--- src/rtl/fce_pkg.sv ---
`timescale 1ns/1ps
// Shared types for the framed convolutional encoder.
package fce_pkg;
    // Framing controller state.
    typedef enum logic [1:0] {
        FR_IDLE  = 2'd0,
        FR_OPEN  = 2'd1,
        FR_FLUSH = 2'd2
    } frame_state_e;
endpackage

--- src/rtl/fce_shift_core.sv ---
`timescale 1ns/1ps
// Shift register and generator taps of the convolutional code.
// Assumes the controller raises clr only together with adv. The window
// places the current bit at the MSB and older bits at lower positions.
module fce_shift_core #(
    parameter int unsigned      K      = 7,
    parameter logic [K-1:0]     POLY_I = 7'o171,
    parameter logic [K-1:0]     POLY_Q = 7'o133
) (
    input  logic       clk,
    input  logic       rst_n,
    input  logic       din,
    input  logic       adv,
    input  logic       clr,
    input  logic       zero_in,
    output logic [1:0] code,
    output logic       hist_zero
);
    localparam int unsigned MEM = K - 1;
    localparam logic [1:0][K-1:0] POLYS = {POLY_Q, POLY_I};

    logic [MEM-1:0] hist;
    logic [MEM-1:0] hist_base;
    logic           d_eff;
    logic [K-1:0]   window;

    // Select the history seen this cycle and the bit to encode.
    always_comb begin
        hist_base = clr ? '0 : hist;
        d_eff     = zero_in ? 1'b0 : din;
        window    = {d_eff, hist_base};
    end

    // One parity tree per generator.
    for (genvar g = 0; g < 2; g++) begin : g_tap
        assign code[g] = ^(window & POLYS[g]);
    end

    // Shift the encoded bit in as the newest history bit.
    always_ff @(posedge clk) begin
        if (!rst_n) begin
            hist <= '0;
        end else if (adv) begin
            hist <= {d_eff, hist_base[MEM-1:1]};
        end
    end

    assign hist_zero = (hist == '0);

    AST_CLEAR_HISTORY: assert property (@(posedge clk) disable iff (!rst_n)
        (clr && adv) |=> (hist[MEM-2:0] == '0));

    AST_HOLD_HISTORY: assert property (@(posedge clk) disable iff (!rst_n)
        !adv |=> $stable(hist));
endmodule

--- src/rtl/fce_frame_ctrl.sv ---
`timescale 1ns/1ps
// Block framing controller: qualifies start/end with valid, orders them,
// and runs a fixed-length zero flush after each end. Start has priority.
module fce_frame_ctrl
    import fce_pkg::*;
#(
    parameter int unsigned FLUSH_LEN = 6
) (
    input  logic clk,
    input  logic rst_n,
    input  logic dval_i,
    input  logic bstart_i,
    input  logic bend_i,
    output logic adv,
    output logic clr,
    output logic zero_in,
    output logic emit,
    output logic first,
    output logic last,
    output logic blk_open,
    output logic flushing
);
    localparam int unsigned CW = $clog2(FLUSH_LEN + 1);
    localparam logic [CW-1:0] CNT_LAST = CW'(FLUSH_LEN - 1);

    frame_state_e st, st_nx;
    logic [CW-1:0] cnt, cnt_nx;
    logic          start_acc;

    assign start_acc = dval_i && bstart_i;

    // Next-state and per-cycle strobes of the framing FSM.
    always_comb begin
        adv     = 1'b0;
        clr     = 1'b0;
        zero_in = 1'b0;
        emit    = 1'b0;
        first   = 1'b0;
        last    = 1'b0;
        st_nx   = st;
        cnt_nx  = cnt;
        if (start_acc) begin
            adv    = 1'b1;
            clr    = 1'b1;
            emit   = 1'b1;
            first  = 1'b1;
            st_nx  = FR_OPEN;
            cnt_nx = '0;
        end else begin
            case (st)
                FR_OPEN: begin
                    if (dval_i) begin
                        adv  = 1'b1;
                        emit = 1'b1;
                        if (bend_i) begin
                            st_nx  = FR_FLUSH;
                            cnt_nx = '0;
                        end
                    end
                end
                FR_FLUSH: begin
                    adv     = 1'b1;
                    zero_in = 1'b1;
                    emit    = 1'b1;
                    if (cnt == CNT_LAST) begin
                        last   = 1'b1;
                        st_nx  = FR_IDLE;
                        cnt_nx = '0;
                    end else begin
                        cnt_nx = cnt + CW'(1);
                    end
                end
                default: ;
            endcase
        end
    end

    // State and flush counter registers.
    always_ff @(posedge clk) begin
        if (!rst_n) begin
            st  <= FR_IDLE;
            cnt <= '0;
        end else begin
            st  <= st_nx;
            cnt <= cnt_nx;
        end
    end

    assign blk_open = (st == FR_OPEN);
    assign flushing = (st == FR_FLUSH);

    AST_CNT_BOUND: assert property (@(posedge clk) disable iff (!rst_n)
        cnt < CW'(FLUSH_LEN));

    AST_CNT_IDLE: assert property (@(posedge clk) disable iff (!rst_n)
        !flushing |-> cnt == '0);
endmodule

--- src/rtl/fce_out_stage.sv ---
`timescale 1ns/1ps
// Output register stage; coded bits are forced to zero when not emitting.
module fce_out_stage (
    input  logic       clk,
    input  logic       rst_n,
    input  logic       emit,
    input  logic       first,
    input  logic       last,
    input  logic [1:0] code,
    output logic       code_i,
    output logic       code_q,
    output logic       dval_o,
    output logic       bstart_o,
    output logic       bstop_o
);
    // Register the coded pair and its framing markers.
    always_ff @(posedge clk) begin
        if (!rst_n) begin
            code_i   <= 1'b0;
            code_q   <= 1'b0;
            dval_o   <= 1'b0;
            bstart_o <= 1'b0;
            bstop_o  <= 1'b0;
        end else begin
            code_i   <= emit & code[0];
            code_q   <= emit & code[1];
            dval_o   <= emit;
            bstart_o <= first;
            bstop_o  <= last;
        end
    end

    AST_ZERO_IDLE: assert property (@(posedge clk) disable iff (!rst_n)
        !dval_o |-> (!code_i && !code_q));

    AST_STOP_VALID: assert property (@(posedge clk) disable iff (!rst_n)
        bstop_o |-> dval_o);
endmodule

--- src/rtl/framed_conv_enc.sv ---
`timescale 1ns/1ps
// Top of the framed rate-1/2 convolutional encoder: framing controller,
// shift core and output register. Output latency is one clock.
module framed_conv_enc #(
    parameter int unsigned      K      = 7,
    parameter logic [K-1:0]     POLY_I = 7'o171,
    parameter logic [K-1:0]     POLY_Q = 7'o133
) (
    input  logic clk,
    input  logic rst_n,
    input  logic din,
    input  logic dval_i,
    input  logic bstart_i,
    input  logic bend_i,
    output logic code_i,
    output logic code_q,
    output logic dval_o,
    output logic bstart_o,
    output logic bstop_o
);
    localparam int unsigned FLUSH_LEN = K - 1;

    logic       adv, clr, zero_in, emit, first, last;
    logic       blk_open, flushing, hist_zero;
    logic [1:0] code;

    fce_frame_ctrl #(.FLUSH_LEN(FLUSH_LEN)) ctrl_i (
        .clk(clk), .rst_n(rst_n), .dval_i(dval_i), .bstart_i(bstart_i),
        .bend_i(bend_i), .adv(adv), .clr(clr), .zero_in(zero_in),
        .emit(emit), .first(first), .last(last), .blk_open(blk_open),
        .flushing(flushing)
    );

    fce_shift_core #(.K(K), .POLY_I(POLY_I), .POLY_Q(POLY_Q)) core_i (
        .clk(clk), .rst_n(rst_n), .din(din), .adv(adv), .clr(clr),
        .zero_in(zero_in), .code(code), .hist_zero(hist_zero)
    );

    fce_out_stage out_i (
        .clk(clk), .rst_n(rst_n), .emit(emit), .first(first), .last(last),
        .code(code), .code_i(code_i), .code_q(code_q), .dval_o(dval_o),
        .bstart_o(bstart_o), .bstop_o(bstop_o)
    );

    AST_START_FOLLOWS: assert property (@(posedge clk) disable iff (!rst_n)
        (dval_i && bstart_i) |=> (dval_o && bstart_o));

    AST_STOP_THEN_LOW: assert property (@(posedge clk) disable iff (!rst_n)
        (bstop_o && !(dval_i && bstart_i)) |=> !dval_o);

    AST_FLUSHED_ZERO: assert property (@(posedge clk) disable iff (!rst_n)
        bstop_o |-> hist_zero);

    AST_FLUSH_HOLDS: assert property (@(posedge clk) disable iff (!rst_n)
        flushing |=> dval_o);

    AST_PAUSE: assert property (@(posedge clk) disable iff (!rst_n)
        (!dval_i && !flushing) |=> !dval_o);

    AST_END_IGNORED: assert property (@(posedge clk) disable iff (!rst_n)
        (!blk_open && !flushing && dval_i && bend_i && !bstart_i) |=> !dval_o);

    AST_START_WINS: assert property (@(posedge clk) disable iff (!rst_n)
        (dval_i && bstart_i && bend_i) |=> blk_open);
endmodule

--- config.mk ---
export PLATFORM = sky130hd
export DESIGN_NAME = framed_conv_enc
export DESIGN_NICKNAME = d
export VERILOG_FILES = /design/src/rtl/fce_pkg.sv /design/src/rtl/fce_shift_core.sv /design/src/rtl/fce_frame_ctrl.sv /design/src/rtl/fce_out_stage.sv /design/src/rtl/framed_conv_enc.sv
export SDC_FILE = /design/constraint.sdc
export NUM_CORES = 1
export LEC_CHECK = 0
export BUFFER_PORTS_ARGS = -buffer_cell sky130_fd_sc_hd__buf_4
export CAP_MARGIN = 20
export CELL_PAD_IN_SITES_DETAIL_PLACEMENT = 2
export CELL_PAD_IN_SITES_GLOBAL_PLACEMENT = 2
export CORE_ASPECT_RATIO = 1.4
export CORE_UTILIZATION = 33
export DETAILED_ROUTE_END_ITERATION = 6
export PLACE_DENSITY_LB_ADDON = 0.08
export SLEW_MARGIN = 5
export SYNTH_ARGS = -nofsm -noshare
export SYNTH_HDL_FRONTEND = slang
export SYNTH_SLANG_ARGS = --single-unit
--- constraint.sdc ---
create_clock -name clk -period 1.9 [get_ports clk]
set_input_delay 0.19 -clock clk [delete_from_list [all_inputs] [get_ports clk]]
set_output_delay 0.19 -clock clk [all_outputs]
set_load 0.05 [all_outputs]
======== Word-level counts from Yosys, hierarchy flattened ========
Cells that the tools add are included.
cells by class
  $lt $le $gt $ge ......................... 0
  shift-type cells ........................ 0
  multiply operators ...................... 0
  reductions and logical operators ........ 10
  mux-type cells .......................... 18
  equal/unequal tests ..................... 9
  $add $sub $neg .......................... 1
  bitwise logic cells ..................... 4
  divide/modulo/power cells ............... 0
operators with widths
  cell                 count
  $reduce_xor 7->1     2
  $mux 3               3
  $mux 1               8
  $reduce_and 4->1     2
  $mux 2               3
  $mux 6               1
  $ne 2x2->1 const B   3
  $ne 3x2->1 const B   2
  $pmux 3 s2           1
  $pmux 2 s2           1
  $add 3x1->3 const B  1
  $eq 3x3->1 const B   1
  $ne 3x3->1 const B   1
  $reduce_and 3->1     1
  $reduce_bool 3->1    1
  $reduce_or 3->1      1
  $and 1x1->1          2
  $eq 2x1->1 const B   1
  $eq 2x2->1 const B   1
  $not 1->1            2
  $pmux 1 s2           1
  $reduce_bool 2->1    1
  $reduce_or 2->1      1
  $logic_and 1x1->1    1
word-level totals
  bits in writable memories ............... 0
  output and inout port bits .............. 5
  register bits after elaboration ......... 16
  bits in latches ......................... 0
  input bits .............................. 6
  logic and storage cells ................. 51
  memory bits (read-only) ................. 0
  memories ................................ 0

======== Longest topological paths before layout ========
Gate-level depths: netlist of the first run.
  depth in word-level cells ............... 6
  mapped depth ............................ 6
  mapped depth without buffers ............ 6

======== Modules after synthesis ========
Synthesis of the first run repeated with hierarchy kept, for this count alone.
unflattened totals
  cell total of the unflattened synthesis .. 90
  area total of the unflattened synthesis .. 848.3 um^2
by module, submodules not included
  module          cells an instance  sequential area each (um^2)  area an instance (um^2)  instances
  fce_frame_ctrl  43                 100.1                        362.8                    1
  fce_shift_core  37                 120.1                        350.3                    1
  fce_out_stage   10                 100.1                        135.1                    1

======== Worst setup path before layout of the first run ========
Ideal clock, no wire load.
  path kind ............................... reg2reg
  start ................................... reg ctrl_i.st[0]
  end ..................................... reg out_i.code_i
  path slack .............................. 0.340 ns
  cell stages (with the launch flop) ...... 7
  period minus slack after synthesis ...... 1.560 ns
  path buffers ............................ 0
  arrival time ............................ 1.473 ns
  cells stage by stage .................... dfxtp_1 inv_1 ha_1 nand3b_2 a31oi_4 nand3_1 o31ai_1
between the ends
  longest elaborated chain between the ends .. 6
RTL lines
  element                 RTL line              RTL
  from (decl)             fce_frame_ctrl.sv:26  frame_state_e st, st_nx;
  from (signal assigned)  fce_frame_ctrl.sv:84  st <= st_nx;
  $eq 2x2->1              --
  $mux 1                  fce_frame_ctrl.sv:50  case (st)
  $mux 1                  fce_frame_ctrl.sv:42  if (start_acc) begin
  $mux 1                  fce_shift_core.sv:30  d_eff = zero_in ? 1'b0 : din;
  $reduce_xor 7->1        fce_shift_core.sv:36  assign code[g] = ^(window & POLYS[g]);
  $and 1x1->1 (*)         fce_out_stage.sv:25   code_i <= emit & code[0];
  to (signal assigned)    fce_out_stage.sv:25
  to (decl)               fce_out_stage.sv:10   output logic code_i,
Mark *: on every way between the ends. The rest lies on a longest branch, timed or not.
A chain may end at the register's enable or synchronous reset.

======== Worst setup path after layout of the first run ========
Same ends and word-level chain as after synthesis.

==> flow_summary.ini, run 1 <==
[power_and_ir_drop]
leakage_nw = 0.3582
powerDensity_nw_per_um2 = 776.4
peakVddDrop_mv = 0.4442

[drt]
drtPass1Iterations = 6
first_iter_violations = 9
drt_wl_total_mm = 2.037
num_vias = 711
via_per_inst = 5.555
routedWlPerCell_um = 15.91
drtAntennaViolNets = 0
drc = 0

[synthesis]
syn_inst = 93
async_reset_ff_share_pct = 0
synth_flop_cell = dfxtp_1
yosysUniqueCellTypes = 35
yosysSeqAreaShare_pct = 39.26
yosysWarnings = 0
synth_seq_cells = 16
syn_area_um2 = 815.8
synth_area_per_cell_um2 = 8.772
synth-edff-count = 0
syn-num-nets = 103

[finish]
final_nets = 117
finalNonFillerCells = 128
n_antenna_cell = 0
drive_gt1_share_pct = 20.75
area_growth_pct = 16.41

[timing]
tightest_slew_ns = 0.4363
timing.slew.headroom_pct = 70.91
whs_ns = 0.1655
fin_crit_ns = 1.700
fin_ws_ns = 0.2000
max_clock_freq_ghz = 0.5882
finalSetupTns_ns = 0
maxSlewViolCount = 0
fin_crit_sh_pct = 89.47
finalHoldViolCount = 0
setup_viol = 0
fin_skew_ns = 0.007998
rsz0062_at_grt = false

[clock_network]
h-tree-depth = 1
clock_latency_ns = 0.30
cts_setup_buffers = 0
numCtsBuffers = 3
clock_sinks = 16
root_buffer = clkbuf_4
ctsLongestPathBuffers = 2
clkTransAtPathRegs_ns = 0.11
tritoncts = built

[grt]
overflow = 0
grt_max_degree = 10
grt_pass1_vias = 735
grt_usage_pct = 17.62
grt_pass1_wl_mm = 3.360
antenna_found_initial = 0

[setup_path]
worstPathRequired_ns = 2.12
cp-start-kind = register
crit_fanout = 9
critPathKind = register to register
cp.arrival_ns = 1.92
cp-end-kind = register

[floorplanning]
die_h_um = 60.83
coreArea_um2 = 2252
initial_core_util_pct = 36.22
dieArea_um2 = 2678
die_x_um = 44.02
ios = 11
rows = 20

[flow_run]
cap_violations = 0

[placed_design]
pre_cts_ws_ns = 0.1447
gp_congestion = 0.7300
port_buffers = 10
dp_hpwl_mm = 1.508
dp_cells = 124

[status]
status = complete, no violations

[worst_hold_path]
worstHoldPathType = input port to register
[placed cells by master (no fill, tap or decap), drive strengths merged]
| cell type | count |
|---|---|
| nand2 | 8 |
| nand2b | 1 |
| nand3 | 2 |
| a31oi | 1 |
| clkbuf | 4 |
| o21ai | 5 |
| o31ai | 1 |
| nor2 | 12 |
| nand3b | 3 |
| nor2b | 2 |
| xor2 | 2 |
| ha | 4 |
| nand4 | 1 |
| a211oi | 2 |
| buf | 10 |
| a221oi | 1 |
| and3 | 1 |
| and2 | 1 |
| nor3b | 1 |
| mux2i | 1 |
| a21oi | 9 |
| and3b | 1 |
| a22o | 1 |
| xnor2 | 1 |
| dfxtp | 16 |
| nor3 | 3 |
| a22oi | 1 |
| o211ai | 3 |
| o22ai | 1 |
| a221o | 1 |
| inv | 5 |
| a32oi | 1 |
[what timing repair did]
action / in CTS / in global routing
hold buffers: 0 / 0
endpoints found under the setup margin: 0 / 1
gates resized for setup: 0 / 1
[logic make-up after synthesis]
logic type                 count (synthesis)  synth area share [%]
and+or+nand+nor                           36                 22.86
adders and majority gates                  4                 6.135
xor gates and xnor gates                   3                 3.221
buffers and inverters                      6                 3.221
muxes                                      1                 1.227
DFF                                       16                 39.26
AOI/OAI and AO/OA                         27                 24.08
[cells in the mapped netlist (3+ instances only)]
library cell | count | area (um^2)
o21ai_0 | 4 | 20.02
inv_1 | 5 | 18.77
nor3_1 | 3 | 15.01
nand2_1 | 7 | 26.28
dfxtp_1 | 16 | 320.3
o211ai_1 | 3 | 22.52
nor2_1 | 11 | 41.29
a21oi_1 | 9 | 45.04
ha_1 | 4 | 50.05
[metal layers]
metal  wire length, um  global-route usage, %
met1               919                  19.35
met2              1033                  30.88
met3                38                  2.679
met4                46                  11.69
met5                 0                      0
[critical path, cell delays in order (launching register included)]
cell and delay (ns):
dfxtp_1 0.40, inv_1 0.08, ha_2 0.35, nand3b_2 0.27, a31oi_4 0.21, nand3_1 0.10, o31ai_1 0.20
[metrics by stage]
step / util, % / power (mW) / area (um^2)
global placement: 40.44 / 0.4979 / 910.9
floorplan: - / 0.4614 / 815.8
detailed placement: 40.44 / 0.5021 / 910.9
global route: 42.17 / 0.7831 / 949.7
finish: 42.17 / 0.7373 / 949.7
CTS: 42.06 / 0.7489 / 947.2
[report_power, final]
group / leakage [nW] / switching [mW] / internal, mW / total, mW
clock: 0.0210 / 0.123 / 0.117 / 0.240
combinational: 0.207 / 0.0898 / 0.0533 / 0.143
sequential: 0.130 / 0.00810 / 0.346 / 0.354
[sequential cells by signal, summed over array words and instances, names as in the netlist]
name / cells
core_i.hist: 6
ctrl_i.cnt: 3
ctrl_i.st: 2
out_i.bstart_o: 1
out_i.bstop_o: 1
out_i.code_i: 1
out_i.code_q: 1
out_i.dval_o: 1
[final cells by class]
cell class                      count  area [um^2]
Clock buffer                        4        36.28
Fill cell                         263         1303
Inverter                            5        18.77
Multi-Input combinational cell     71        471.7
Sequential cell                    16        320.3
Tap cell                           22        27.53
Timing Repair Buffer               10        75.07
[path summary, 6_finish.rpt]
path                                        to  slack (ns)            from  depth (start not counted)
worst min-delay path             out_i.bstop_o        0.17           rst_n                          3
worst min register to register  core_i.hist[1]        0.46  core_i.hist[2]                          2
worst max-delay path              out_i.code_i        0.20    ctrl_i.st[0]                          6
worst max register to register    out_i.code_i        0.20    ctrl_i.st[0]                          6
Power figures use the tool's default switching activity.
==> inputs of run 2 (changes only) <==
- MAX_ROUTING_LAYER: unset -> met4
==> run 2 against run 1 <==
Utilization unchanged; largest power group unchanged; routed wire length decreased by 0.69%; final cell count unchanged; maximum frequency increased by 0.13%; register-to-register slack about the same; total power about the same; combinational power about the same; sequential share of layout area unchanged; critical path type unchanged; global-route usage increased by 0.55 points.
==> flow_summary.ini, run 2 (synthesis results as in run 1) <==
[status]
status = complete, no violations

[floorplanning]
die_h_um = 60.83
initial_core_util_pct = 36.22
ios = 11
die_x_um = 44.02
rows = 20
coreArea_um2 = 2252
dieArea_um2 = 2678

[drt]
drc = 0
drt_wl_total_mm = 2.023
drtPass1Iterations = 6
routedWlPerCell_um = 15.80
num_vias = 712
via_per_inst = 5.563
drtAntennaViolNets = 0
first_iter_violations = 9

[finish]
n_antenna_cell = 0
fillers = 263
final_common_cell = dfxtp_1
post-route-util_pct = 42.17
final_cell_mix = dfxtp_1, nor2_1, buf_4, a21oi_1, nand2_1
reg_top3 = core_i.hist (6), ctrl_i.cnt (3), ctrl_i.st (2)
largest_register_ffs = 6
finalNonFillerCells = 128
postLayoutCellArea_um2 = 949.7
final_nets = 117
regMostFlops = core_i.hist
area_growth_pct = 16.41
drive_gt1_share_pct = 20.75

[worst_hold_path]
holdPathStages = 3
worstHoldPathType = input port to register

[placed_design]
port_buffers = 10
dp_cells = 124
placed_area_um2 = 910.9
dp_hpwl_mm = 1.508
gp_congestion = 0.7388

[flow_run]
cap_violations = 0

[clock_network]
h-tree-depth = 1
cts-resized-gates = 0
clkTransAtPathRegs_ns = 0.11
clock_sinks = 16
cts_hold_buf = 0
root_buffer = clkbuf_4
numCtsBuffers = 3
tritoncts = built
cts_setup_buffers = 0
clock_latency_ns = 0.30
ctsLongestPathBuffers = 2

[timing]
setup_viol = 0
max_clock_freq_ghz = 0.5890
maxSlewViolCount = 0
timing.slew.headroom_pct = 70.91
fin_crit_ns = 1.698
finalSetupTns_ns = 0
fin_skew_ns = 0.007938
rsz0062_at_grt = false
fin_crit_sh_pct = 89.36
tightest_slew_ns = 0.4363
finalHoldViolCount = 0
whs_ns = 0.1661

[grt]
grt_pass1_wl_mm = 3.360
grt_max_degree = 10
antenna_found_initial = 0
grt_pass1_vias = 735
overflow = 0
grt_usage_pct = 18.17

[setup_path]
crit_chain = inv_1 > ha_2 > nand3b_2 > a31oi_4 > nand3_1 > o31ai_1
cp.arrival_ns = 1.91
cp-end-kind = register
r2r_cells = 6
critPathKind = register to register
crit_slowest_cell = dfxtp_1
ff2ff_setup_slack_ns = 0.20
crit_fanout = 9
cp-start-kind = register
cp_slowest_stage_delay_ns = 0.40
worstPathRequired_ns = 2.12

[power_and_ir_drop]
powerDensity_nw_per_um2 = 775.8
leakage_nw = 0.3582
peakVddDrop_mv = 0.4437
## run 2: final timing paths
check,start,to
max,ctrl_i.st[0],out_i.code_i
min,rst_n,out_i.bstop_o
max reg2reg,ctrl_i.st[0],out_i.code_i
min reg2reg,core_i.hist[2],core_i.hist[1]
## run 2: routing by layer
metal	share of wire (%)	wire, um	GRT usage, %
met2	51	1023	30.88
met1	45	912	19.35
met5	0	0	-
met3	2.1	43	2.679
met4	2.2	44	11.69
## run 2: layout make-up
cell class / count / area, um^2 / area share (%)
multi-input combinational: 71 / 471.7 / 49.67
sequential: 16 / 320.3 / 33.73
timing repair buffer: 10 / 75.07 / 7.905
clock buffer: 4 / 36.28 / 3.821
tap: 22 / 27.53 / 2.899
inverter: 5 / 18.77 / 1.976
## run 2: worst max-delay path, delay by kind of cell (launching register included)
family                     cells  cell delay (ns)
adders and majority gates      1             0.35
AOI/OAI and AO/OA              2             0.41
buffers and inverters          1             0.08
and+or+nand+nor                2             0.37
DFF                            1             0.40
## run 2: report_power, final
part | internal, mW | total, mW | leakage (nW) | switching, mW
clock | 0.117 | 0.240 | 0.0210 | 0.123
sequential | 0.346 | 0.354 | 0.130 | 0.00810
combinational | 0.0533 | 0.143 | 0.207 | 0.0894
## run 2: stage by stage
stage / power (mW) / setup slack [ns]
finish: 0.7368 / 0.2022
global route: 0.7831 / 0.02703
CTS: 0.7489 / 0.08457
detailed placement: 0.5021 / 0.1447
global placement: 0.4979 / 0.2383
floorplan: 0.4614 / 0.3401
==> inputs of run 3 (changes only) <==
- CELL_PAD_IN_SITES_DETAIL_PLACEMENT: 2 -> 1
- CELL_PAD_IN_SITES_GLOBAL_PLACEMENT: 2 -> 1
- CORE_UTILIZATION: 33 -> 41
==> run 3 against run 2 <==
Combinational power decreased by 3%; first-iteration DRC count increased by 33%; clock skew shrank 0.0057 ns; global-route usage grew 2.4 points; sequential share of layout area rose by 0.68 points; sequential power about the same; non-clock buffer count stayed put; critical path type unchanged; flip-flop and latch count unchanged; register-to-register slack worse by 0.09 ns; clock power decreased by 24%; critical endpoint unchanged; highest routed layer unchanged; clock-buffer cell count fell by 1; hold slack gained 0.0015 ns.
==> flow_summary.ini, run 3 (synthesis results as in run 1) <==
[status]
status = complete, no violations

[worst_hold_path]
holdPathStages = 3
worstHoldPathType = input port to register
whs_endpoint = out_i.bstop_o
hold_start = rst_n

[flow_run]
cap_violations = 0

[clock_network]
cts_hold_buf = 0
h-tree-depth = 1
cts-resized-gates = 0
clock_sinks = 16
clkTransAtPathRegs_ns = 0.09
clock_latency_ns = 0.29
numCtsBuffers = 3
ctsLongestPathBuffers = 2
root_buffer = clkbuf_4
tritoncts = built
cts_setup_buffers = 0

[timing]
finalSetupTns_ns = 0
timing.slew.headroom_pct = 75.61
rsz0062_at_grt = false
setup_viol = 0
max_clock_freq_ghz = 0.5590
finalHoldViolCount = 0
fin_ws_ns = 0.1112
fin_skew_ns = 0.002202
tightest_slew_ns = 0.3656
fin_crit_ns = 1.789
fin_crit_sh_pct = 94.15
maxSlewViolCount = 0

[grt]
grt_max_degree = 10
grt_usage_pct = 20.59
antenna_found_initial = 0
grt_pass1_wl_mm = 3.022
grt_pass1_vias = 704
overflow = 0

[drt]
drtAntennaViolNets = 0
first_iter_violations = 12
via_per_inst = 5.872
drtPass1Iterations = 4
drt_wl_total_mm = 1.807
num_vias = 734
drc = 0
routedWlPerCell_um = 14.46

[floorplanning]
ios = 11
dieArea_um2 = 2175
rows = 18
die_h_um = 54.78
die_x_um = 39.70
coreArea_um2 = 1824
initial_core_util_pct = 44.72

[power_and_ir_drop]
leakage_nw = 0.3525
p_switching_mw = 0.2036
swShare_pct = 30.19
clockPowerShare_pct = 27.0
powerDensity_nw_per_um2 = 724.6
pwr-share-comb_pct = 20.6
p_int_mw = 0.4709
peakVddDrop_mv = 0.3933
seqPwrFrac_pct = 52.4

[finish]
fillers = 232
area_growth_pct = 14.11
reg_top3 = core_i.hist (6), ctrl_i.cnt (3), ctrl_i.st (2)
seqCellArea_um2 = 320.3
final_common_cell = dfxtp_1
final_cell_mix = dfxtp_1, nor2_1, buf_4, a21oi_1, nand2_1
n_antenna_cell = 0
regMostFlops = core_i.hist
final_nets = 117
drive_gt1_share_pct = 19.05
postLayoutCellArea_um2 = 930.9
largest_register_ffs = 6
multi_input_area_um2 = 469.2

[setup_path]
critPathKind = register to register
cp.arrival_ns = 1.99
cp-end-kind = register
r2r_cells = 6
worstPathRequired_ns = 2.10
r2r-start = ctrl_i.st[0]
ff2ff_setup_slack_ns = 0.11
r2r-end = out_i.code_i
cp-start-kind = register
crit_fanout = 9

[placed_design]
dp_hpwl_mm = 1.367
pre_cts_ws_ns = 0.1208
placed_area_um2 = 908.4
port_buffers = 10
gp_congestion = 0.6979
## run 3: changes by cell type in the layout (fill, tap and decap cells not counted)
cell / before / now
ha_1: 3 / 4
ha_2: 1 / 0
clkbuf_8: 1 / 0
## run 3: per-layer routing
metal,share of wire (%),global-route usage (%),vias to the layer above
met5,0,-,-
met4,1.8,8.621,0
met3,4.2,2.439,5
met2,51,36.89,21
met1,43,22.03,350
li1,-,-,358
## run 3: how the worst max path moves through the flow
stage	start	end	slack, ns
6_report	ctrl_i.st[0]	out_i.code_i	0.11
3_5_place_dp	ctrl_i.st[0]	out_i.code_i	0.12
4_1_cts	ctrl_i.st[0]	out_i.code_i	0.09
3_3_place_gp	ctrl_i.st[0]	out_i.code_i	0.27
5_1_grt	ctrl_i.st[0]	out_i.code_i	0.001
2_1_floorplan	ctrl_i.st[0]	out_i.code_i	0.34
## run 3: worst max-delay path, stage by stage, from the launching register on
cell	delay, ns
dfxtp_1	0.39
inv_1	0.08
ha_1	0.41
nand3b_2	0.28
a31oi_4	0.21
nand3_1	0.10
o31ai_1	0.23
## run 3: power groups by stage
stage / Combinational [mW] / Clock, mW / Sequential, mW
after CTS: 0.139 / 0.183 / 0.354
after detailed placement: 0.138 / 0 / 0.361
after floorplan: 0.0870 / 0 / 0.374
final: 0.139 / 0.182 / 0.353
after global routing: 0.155 / 0.195 / 0.355
after global placement: 0.135 / 0 / 0.361
## run 3: layout make-up
type | count | area share [%]
sequential | 16 | 34.41
multi-input combinational | 71 | 50.40
clock buffer | 3 | 2.419
inverter | 5 | 2.016
tap | 20 | 2.688
timing repair buffer | 10 | 8.065
## run 3: stage by stage
stage               hold WS, ns  instances  util [%]  power [mW]
finish                   0.1675        125     51.03      0.6745
global route             0.1823        125     51.03      0.7058
CTS                      0.1709        125     51.03      0.6765
detailed placement       0.4583        122     49.79      0.4997
global placement         0.4445        122     49.79      0.4955
floorplan                0.3316         93         -      0.4614
